**config.mk**
```make
export PLATFORM = sky130hd
export DESIGN_NAME = rtc_calendar
export DESIGN_NICKNAME = d
export VERILOG_FILES = /design/src/rtl/rtc_cal_pkg.sv /design/src/rtl/rtc_bus_regs.sv /design/src/rtl/rtc_time_cnt.sv /design/src/rtl/rtc_date_cnt.sv /design/src/rtl/rtc_calendar.sv
export SDC_FILE = /design/constraint.sdc
export NUM_CORES = 1
export LEC_CHECK = 0
export ABC_CLOCK_PERIOD_IN_PS = 5100
export BUFFER_PORTS_ARGS = -buffer_cell sky130_fd_sc_hd__clkbuf_2
export CAP_MARGIN = 30
export CORE_ASPECT_RATIO = 0.7
export CORE_MARGIN = 3
export CORE_UTILIZATION = 45
export CTS_CLUSTER_DIAMETER = 80
export CTS_CLUSTER_SIZE = 16
export DETAILED_ROUTE_END_ITERATION = 10
export GPL_ROUTABILITY_DRIVEN = 0
export PLACE_DENSITY = 0.69
export SYNTH_ARGS = -nofsm -noshare
export SYNTH_HDL_FRONTEND = slang
export SYNTH_SLANG_ARGS = --single-unit
```
**constraint.sdc**
```tcl
create_clock -name clk -period 5.1 [get_ports clk]
set_clock_uncertainty 0.2 [all_clocks]
set_input_delay 0.255 -clock clk [delete_from_list [all_inputs] [get_ports clk]]
set_output_delay 0.255 -clock clk [all_outputs]
set_load 0.02 [all_outputs]
```
**src/rtl/rtc_cal_pkg.sv**
```systemverilog
package rtc_cal_pkg;

  localparam int unsigned ADDR_W = 8;
  localparam int unsigned NREG   = 3;
  localparam int unsigned BSY_CTRL = 0;
  localparam int unsigned BSY_TIME = 1;
  localparam int unsigned BSY_DATE = 2;

  localparam logic [ADDR_W-1:0] OFS_CTRL = 8'h00;
  localparam logic [ADDR_W-1:0] OFS_STAT = 8'h04;
  localparam logic [ADDR_W-1:0] OFS_DATE = 8'h10;
  localparam logic [ADDR_W-1:0] OFS_TIME = 8'h14;

  typedef struct packed {
    logic [4:0] hr;
    logic [5:0] min;
    logic [5:0] sec;
  } rtc_time_t;

  typedef struct packed {
    logic       leap;
    logic [5:0] year;
    logic [3:0] mon;
    logic [4:0] day;
  } rtc_date_t;

  typedef struct packed {
    logic auto_sw;
    logic drive;
    logic src;
  } rtc_ctrl_t;

  function automatic rtc_time_t time_from_word(input logic [31:0] w);
    rtc_time_t t;
    t.hr  = w[20:16];
    t.min = w[13:8];
    t.sec = w[5:0];
    return t;
  endfunction

  function automatic logic [31:0] time_to_word(input rtc_time_t t);
    return {11'b0, t.hr, 2'b0, t.min, 2'b0, t.sec};
  endfunction

  function automatic rtc_date_t date_from_word(input logic [31:0] w);
    rtc_date_t d;
    d.leap = w[22];
    d.year = w[21:16];
    d.mon  = w[11:8];
    d.day  = w[4:0];
    return d;
  endfunction

  function automatic logic [31:0] date_to_word(input rtc_date_t d);
    return {9'b0, d.leap, d.year, 4'b0, d.mon, 3'b0, d.day};
  endfunction

  function automatic logic [4:0] month_days(input logic [3:0] mon, input logic leap);
    logic [4:0] n;
    case (mon)
      4'd2:                    n = leap ? 5'd29 : 5'd28;
      4'd4, 4'd6, 4'd9, 4'd11: n = 5'd30;
      default:                 n = 5'd31;
    endcase
    return n;
  endfunction

endpackage

```
**src/rtl/rtc_bus_regs.sv**
```systemverilog
module rtc_bus_regs
  import rtc_cal_pkg::*;
#(
  parameter logic [15:0] KEY = 16'h16AA
) (
  input  logic              clk,
  input  logic              rst_n,
  input  logic              slow_tick,
  input  logic              wr_en,
  input  logic [ADDR_W-1:0] addr,
  input  logic [31:0]       wdata,
  output logic [NREG-1:0]   busy,
  output logic              apply_time,
  output logic              apply_date,
  output rtc_time_t         pend_time,
  output rtc_date_t         pend_date,
  output rtc_ctrl_t         ctrl
);

  logic [NREG-1:0] hit;
  logic [NREG-1:0] apply;
  logic [NREG-1:0] busy_d;
  rtc_ctrl_t       pend_ctrl, pend_ctrl_d, ctrl_d;
  rtc_time_t       pend_time_d;
  rtc_date_t       pend_date_d;

  always_comb begin
    hit           = '0;
    hit[BSY_CTRL] = wr_en && (addr == OFS_CTRL) && (wdata[31:16] == KEY);
    hit[BSY_TIME] = wr_en && (addr == OFS_TIME);
    hit[BSY_DATE] = wr_en && (addr == OFS_DATE);
  end

  // A write landing on a tick cycle stays pending for the next tick.
  for (genvar g = 0; g < NREG; g++) begin : g_flag
    assign apply[g]  = slow_tick & busy[g] & ~hit[g];
    assign busy_d[g] = hit[g] | (busy[g] & ~apply[g]);
  end

  assign apply_time = apply[BSY_TIME];
  assign apply_date = apply[BSY_DATE];

  always_comb begin
    pend_ctrl_d = pend_ctrl;
    pend_time_d = pend_time;
    pend_date_d = pend_date;
    ctrl_d      = ctrl;
    if (hit[BSY_CTRL]) begin
      pend_ctrl_d.src     = wdata[0];
      pend_ctrl_d.drive   = wdata[3];
      pend_ctrl_d.auto_sw = wdata[14];
    end
    if (hit[BSY_TIME]) pend_time_d = time_from_word(wdata);
    if (hit[BSY_DATE]) pend_date_d = date_from_word(wdata);
    if (apply[BSY_CTRL]) ctrl_d = pend_ctrl;
  end

  always_ff @(posedge clk or negedge rst_n) begin
    if (!rst_n) begin
      busy      <= '0;
      pend_ctrl <= '0;
      pend_time <= '0;
      pend_date <= '0;
      ctrl      <= '0;
    end else begin
      busy      <= busy_d;
      pend_ctrl <= pend_ctrl_d;
      pend_time <= pend_time_d;
      pend_date <= pend_date_d;
      ctrl      <= ctrl_d;
    end
  end

endmodule

```
**src/rtl/rtc_time_cnt.sv**
```systemverilog
module rtc_time_cnt
  import rtc_cal_pkg::*;
#(
  parameter int unsigned TICKS_PER_SEC = 32768
) (
  input  logic      clk,
  input  logic      rst_n,
  input  logic      slow_tick,
  input  logic      load,
  input  rtc_time_t load_val,
  output rtc_time_t cur,
  output logic      day_carry
);

  localparam int unsigned PW = (TICKS_PER_SEC > 1) ? $clog2(TICKS_PER_SEC) : 1;
  localparam logic [PW-1:0] PRE_LAST = PW'(TICKS_PER_SEC - 1);

  logic [PW-1:0] pre_q, pre_d;
  logic          sec_step;
  rtc_time_t     cur_d;

  always_comb begin
    pre_d    = pre_q;
    sec_step = 1'b0;
    if (load) begin
      pre_d = '0;
    end else if (slow_tick) begin
      if (pre_q == PRE_LAST) begin
        pre_d    = '0;
        sec_step = 1'b1;
      end else begin
        pre_d = pre_q + 1'b1;
      end
    end
  end

  always_comb begin
    cur_d     = cur;
    day_carry = 1'b0;
    if (load) begin
      cur_d = load_val;
    end else if (sec_step) begin
      if (cur.sec >= 6'd59) begin
        cur_d.sec = '0;
        if (cur.min >= 6'd59) begin
          cur_d.min = '0;
          if (cur.hr >= 5'd23) begin
            cur_d.hr  = '0;
            day_carry = 1'b1;
          end else begin
            cur_d.hr = cur.hr + 1'b1;
          end
        end else begin
          cur_d.min = cur.min + 1'b1;
        end
      end else begin
        cur_d.sec = cur.sec + 1'b1;
      end
    end
  end

  always_ff @(posedge clk or negedge rst_n) begin
    if (!rst_n) begin
      pre_q <= '0;
      cur   <= '0;
    end else begin
      pre_q <= pre_d;
      cur   <= cur_d;
    end
  end

endmodule

```
**src/rtl/rtc_date_cnt.sv**
```systemverilog
module rtc_date_cnt
  import rtc_cal_pkg::*;
(
  input  logic      clk,
  input  logic      rst_n,
  input  logic      load,
  input  rtc_date_t load_val,
  input  logic      carry,
  output rtc_date_t cur
);

  rtc_date_t  cur_d;
  logic [4:0] last_day;

  assign last_day = month_days(cur.mon, cur.leap);

  always_comb begin
    cur_d = cur;
    if (load) begin
      cur_d = load_val;
    end else if (carry) begin
      if (cur.day >= last_day) begin
        cur_d.day = 5'd1;
        if (cur.mon >= 4'd12) begin
          cur_d.mon  = 4'd1;
          cur_d.year = cur.year + 1'b1;
        end else begin
          cur_d.mon = cur.mon + 1'b1;
        end
      end else begin
        cur_d.day = cur.day + 1'b1;
      end
    end
  end

  always_ff @(posedge clk or negedge rst_n) begin
    if (!rst_n) begin
      cur.leap <= 1'b0;
      cur.year <= '0;
      cur.mon  <= 4'd1;
      cur.day  <= 5'd1;
    end else begin
      cur <= cur_d;
    end
  end

endmodule

```
**src/rtl/rtc_calendar.sv**
```systemverilog
module rtc_calendar
  import rtc_cal_pkg::*;
#(
  parameter int unsigned TICKS_PER_SEC = 32768,
  parameter logic [15:0] KEY           = 16'h16AA
) (
  input  logic        clk,
  input  logic        rst_n,
  input  logic        slow_tick,
  input  logic        wr_en,
  input  logic [7:0]  addr,
  input  logic [31:0] wdata,
  output logic [31:0] rdata
);

  logic [NREG-1:0] busy;
  logic            apply_time, apply_date, day_carry;
  rtc_time_t       pend_time, cur_time;
  rtc_date_t       pend_date, cur_date;
  rtc_ctrl_t       ctrl;

  rtc_bus_regs #(.KEY(KEY)) u_regs (
    .clk(clk), .rst_n(rst_n), .slow_tick(slow_tick), .wr_en(wr_en),
    .addr(addr), .wdata(wdata), .busy(busy), .apply_time(apply_time),
    .apply_date(apply_date), .pend_time(pend_time), .pend_date(pend_date),
    .ctrl(ctrl)
  );

  rtc_time_cnt #(.TICKS_PER_SEC(TICKS_PER_SEC)) u_time (
    .clk(clk), .rst_n(rst_n), .slow_tick(slow_tick), .load(apply_time),
    .load_val(pend_time), .cur(cur_time), .day_carry(day_carry)
  );

  rtc_date_cnt u_date (
    .clk(clk), .rst_n(rst_n), .load(apply_date), .load_val(pend_date),
    .carry(day_carry), .cur(cur_date)
  );

  always_comb begin
    rdata = '0;
    case (addr)
      OFS_CTRL: begin
        rdata[0]   = ctrl.src;
        rdata[3]   = ctrl.drive;
        rdata[14]  = ctrl.auto_sw;
        rdata[7]   = busy[BSY_CTRL];
        rdata[8]   = busy[BSY_TIME];
        rdata[9]   = busy[BSY_DATE];
      end
      OFS_STAT: rdata[0] = ctrl.src;
      OFS_DATE: rdata = date_to_word(cur_date);
      OFS_TIME: rdata = time_to_word(cur_time);
      default:  rdata = '0;
    endcase
  end

endmodule

```
==> results by group <==
GRT
  • Tot GR Track Use: 20.9%
  • Global Route met2 Usage: 31.6%
  • Largest net degree at the start of global routing: 78
  • Gr busiest metal: met2
  • Vias in the first global route: 3,871
  • Remaining Overflow, GRT: 0
  • Met3 Use GR: 4.79%
  • Grt met1 use: 30.3%
  • Initial antenna violation count: 0
  • First-pass GRT wire length: 19.8 mm

Cells and area
  • Area of the multi-input gates: 0.00249 sq mm
  • Layout area overhead: 20.2%
  • NumNets Final: 635
  • Fill count: 904
  • Reg area: 0.00225 sq mm
  • Commonest non-fill, non-tap cell in the layout: dfrtp_1
  • Post-Route Utilization: 56.2%
  • Ant. Diodes: 0
  • Commonest non-fill, non-tap cells in the layout: dfrtp_1, clkbuf_2, nor2_1
  • Final instance area: 0.00591 sq mm
  • Share of cells above drive strength 1: 22.9%

Setup path
  • CP Data Required Time: 5160 ps
  • Startpoint types: register
  • Crit path cell chain: inv_1 > ha_1 > o21ai_0 > o21ai_0 > o21ai_0 > ha_1 > nand2b_1 > a21oi_1 > nor3_1 > nand3_1 > xor2_1 > o21ai_0
  • Worst stage delay on the critical path: 650 ps
  • Max FO, Critical Path: 5
  • CP Data Arrival Time: 3360 ps
  • Setup CP Type: register to register
  • CP bufs+invs: 1
  • Worst setup EP type: register
  • CP max-delay cell: nor3_1
  • CP top delay family: simple AND/OR/NAND/NOR gates
  • CP dominant cell by count: o21ai_0

Clock network
  • Clock Sinks: 90
  • Post-cts sizing count: 0
  • Post-CTS setup buffers: 0
  • Clock H-tree levels: 3
  • Clk_lat worst skew: 350 ps
  • Clk root buf: clkbuf_16
  • CTS tree: done
  • Clock slew at the register clock pins of the worst setup and hold paths: 70 ps
  • CTS buffer count: 9
  • CTS Hold Bufs: 19
  • CTS Buffer Depth: 2

Pwr
  • Max VDD drop: 0.176 mV
  • Total power: 1.74 mW
  • Pwr Density: 294 mW/mm^2
  • Leak Pwr: 2.82 nW

Die
  • Placement Rows: 31
  • IO Pins: 76
  • Die Wd: 131 um
  • Die Area: 0.0122 sq mm
  • Core area: 0.0105 sq mm
  • Die Y: 93.4 um
  • Initial core utilization: 46.7%

STA
  • Final setup violation count: 0
  • Tmin final: 3300 ps
  • Max Slew Vio Count: 0
  • Setup TNS: 0 ps
  • Max frequency: 303 MHz
  • Unrepaired setup endpoints after global routing: false
  • Least-Margin Pin Slew: 889 ps
  • Fin. Hold Viols: 1
  • Rel. slew slack: 40.5%
  • Hold_ws: -0.0375 ps
  • Period utilisation layout: 64.6%

Job
  • Max Cap Viol: 0

Placement
  • Placed Area: 0.00537 sq mm
  • Port bufs: 61
  • DP HPWL: 8.67 mm

Status
  • Failing checks: hold timing
  • Status: finished with violations

Routing
  • DRT iter0 DRCs: 273
  • DRT antenna net count: 0
  • Via density: 5.64
  • Wire per inst: 16.7 um
  • Final wirelength: 12.2 mm
  • DR vias: 4,126
  • DRC violation count after routing: 0
  • TritonRoute pass-1 iters: 4

Yosys
  • Post-synth top area cell: dfrtp_1
  • Synth warnings: 0
  • Post-synthesis sequential area ratio: 45.9%
  • Avg Inst Size Synth: 9.79 sq um
  • Netlist Area Pre-Place: 0.00491 sq mm
  • Post-synth EDFFs: 0
  • FFs w/ async S/R, synth: 100%
  • Synth Instances: 502
  • Post-synth top flop: dfrtp_1
  • Yosys cell types: 54
  • Synth area leaders: dfrtp_1, mux2_2, o21ai_0
  • Yosys top cell area share: 44.8%
  • Synth Register Bits: 90

Worst hold path
  • Min-Delay Path Class: primary input to register
==> metal layers <==
| layer | vias up | wire length (um) |
|---|---|---|
| li1 | 1959 | - |
| met1 | 2044 | 5980 |
| met2 | 108 | 5580 |
| met3 | 15 | 544 |
| met4 | 0 | 125 |
| met5 | - | 0 |
==> state kept, by name, summed over array words and instances (netlist names) <==
signal and count:
u_time.pre_q 15, u_regs.busy 3, u_regs.pend_date 16, u_regs.pend_time 17, u_regs.pend_ctrl 3, u_regs.ctrl 3
u_date.cur 16, u_time.cur 17
==> final timing paths <==
check	cells after the start	slack [ps]	start	end
worst max-delay path	12	1800	u_date.cur[5]	u_date.cur[9]
worst min register to register	2	270	u_regs.pend_date[15]	u_date.cur[15]
max in group asynchronous	4	3820	rst_n	u_date.cur[10]
min in group asynchronous	2	80	rst_n	u_regs.pend_date[8]
worst max register to register	12	1800	u_date.cur[5]	u_date.cur[9]
worst min-delay path	2	-0.04	wdata[0]	u_regs.pend_ctrl[0]
==> per-stage QoR <==
stage	cells	worst slack, ps
after floorplan	512	2320
after global placement	695	2060
after detailed placement	696	1850
after CTS	731	1800
after global routing	732	1600
final	732	1800
==> synth_stat cells (all sizes together) (2+ instances only) <==
cell and instances:
dfstp 2, ha 12, dfrtp 88, o21ai 42, a22o 11, a21o 2
and4 2, nand3 24, nor2b 4, xnor2 4, and3 13, a22oi 4
nor2 44, o211ai 3, a21oi 21, nor4 6, nor3 12, a221oi 2
nor4bb 3, a211oi 3, nand4b 4, xor2 11, nor3b 2, nand4 11
mux2 40, or3 5, inv 16, clkbuf 20, a31oi 11, mux2i 5
o31ai 2, and2 11, buf 14, nand2 34
==> worst register-to-register path: stages, from the launching register on <==
cell and delay, ps:
dfstp_2 600, inv_1 100, ha_1 210, o21ai_0 170
o21ai_0 100, o21ai_0 240, ha_1 160, nand2b_1 90
a21oi_1 80, nor3_1 650, nand3_1 260, xor2_1 190
o21ai_0 150
==> where the power goes <==
part,switching (mW),total [mW],internal [mW]
clock,0.281,0.724,0.443
combinational,0.0941,0.182,0.0875
sequential,0.0652,0.832,0.767
==> cell families (layout without fill, tap and decap cells) <==
logic type	after synthesis	in the layout	share of synthesized area (%)
adder cells (fa/ha/maj)	12	12	3.06
XOR/XNOR	15	15	2.67
AND/OR/NAND/NOR	180	180	19.4
AO/OA/AOI/OAI	109	109	13.8
multiplexers	45	45	10.4
buffers and inverters	50	122	4.69
other	1	11	0.0763
flip-flops	90	90	45.9
==> cell type report <==
class	instances	share of cell area, %
multi-input combinational	372	42.1
sequential	90	38.2
timing repair buffer	90	10.2
clock buffer	12	4.17
tap	148	3.13
clock inverter	4	1.27
inverter	16	1.02
Note: power is estimated with default switching activity, not from simulation.
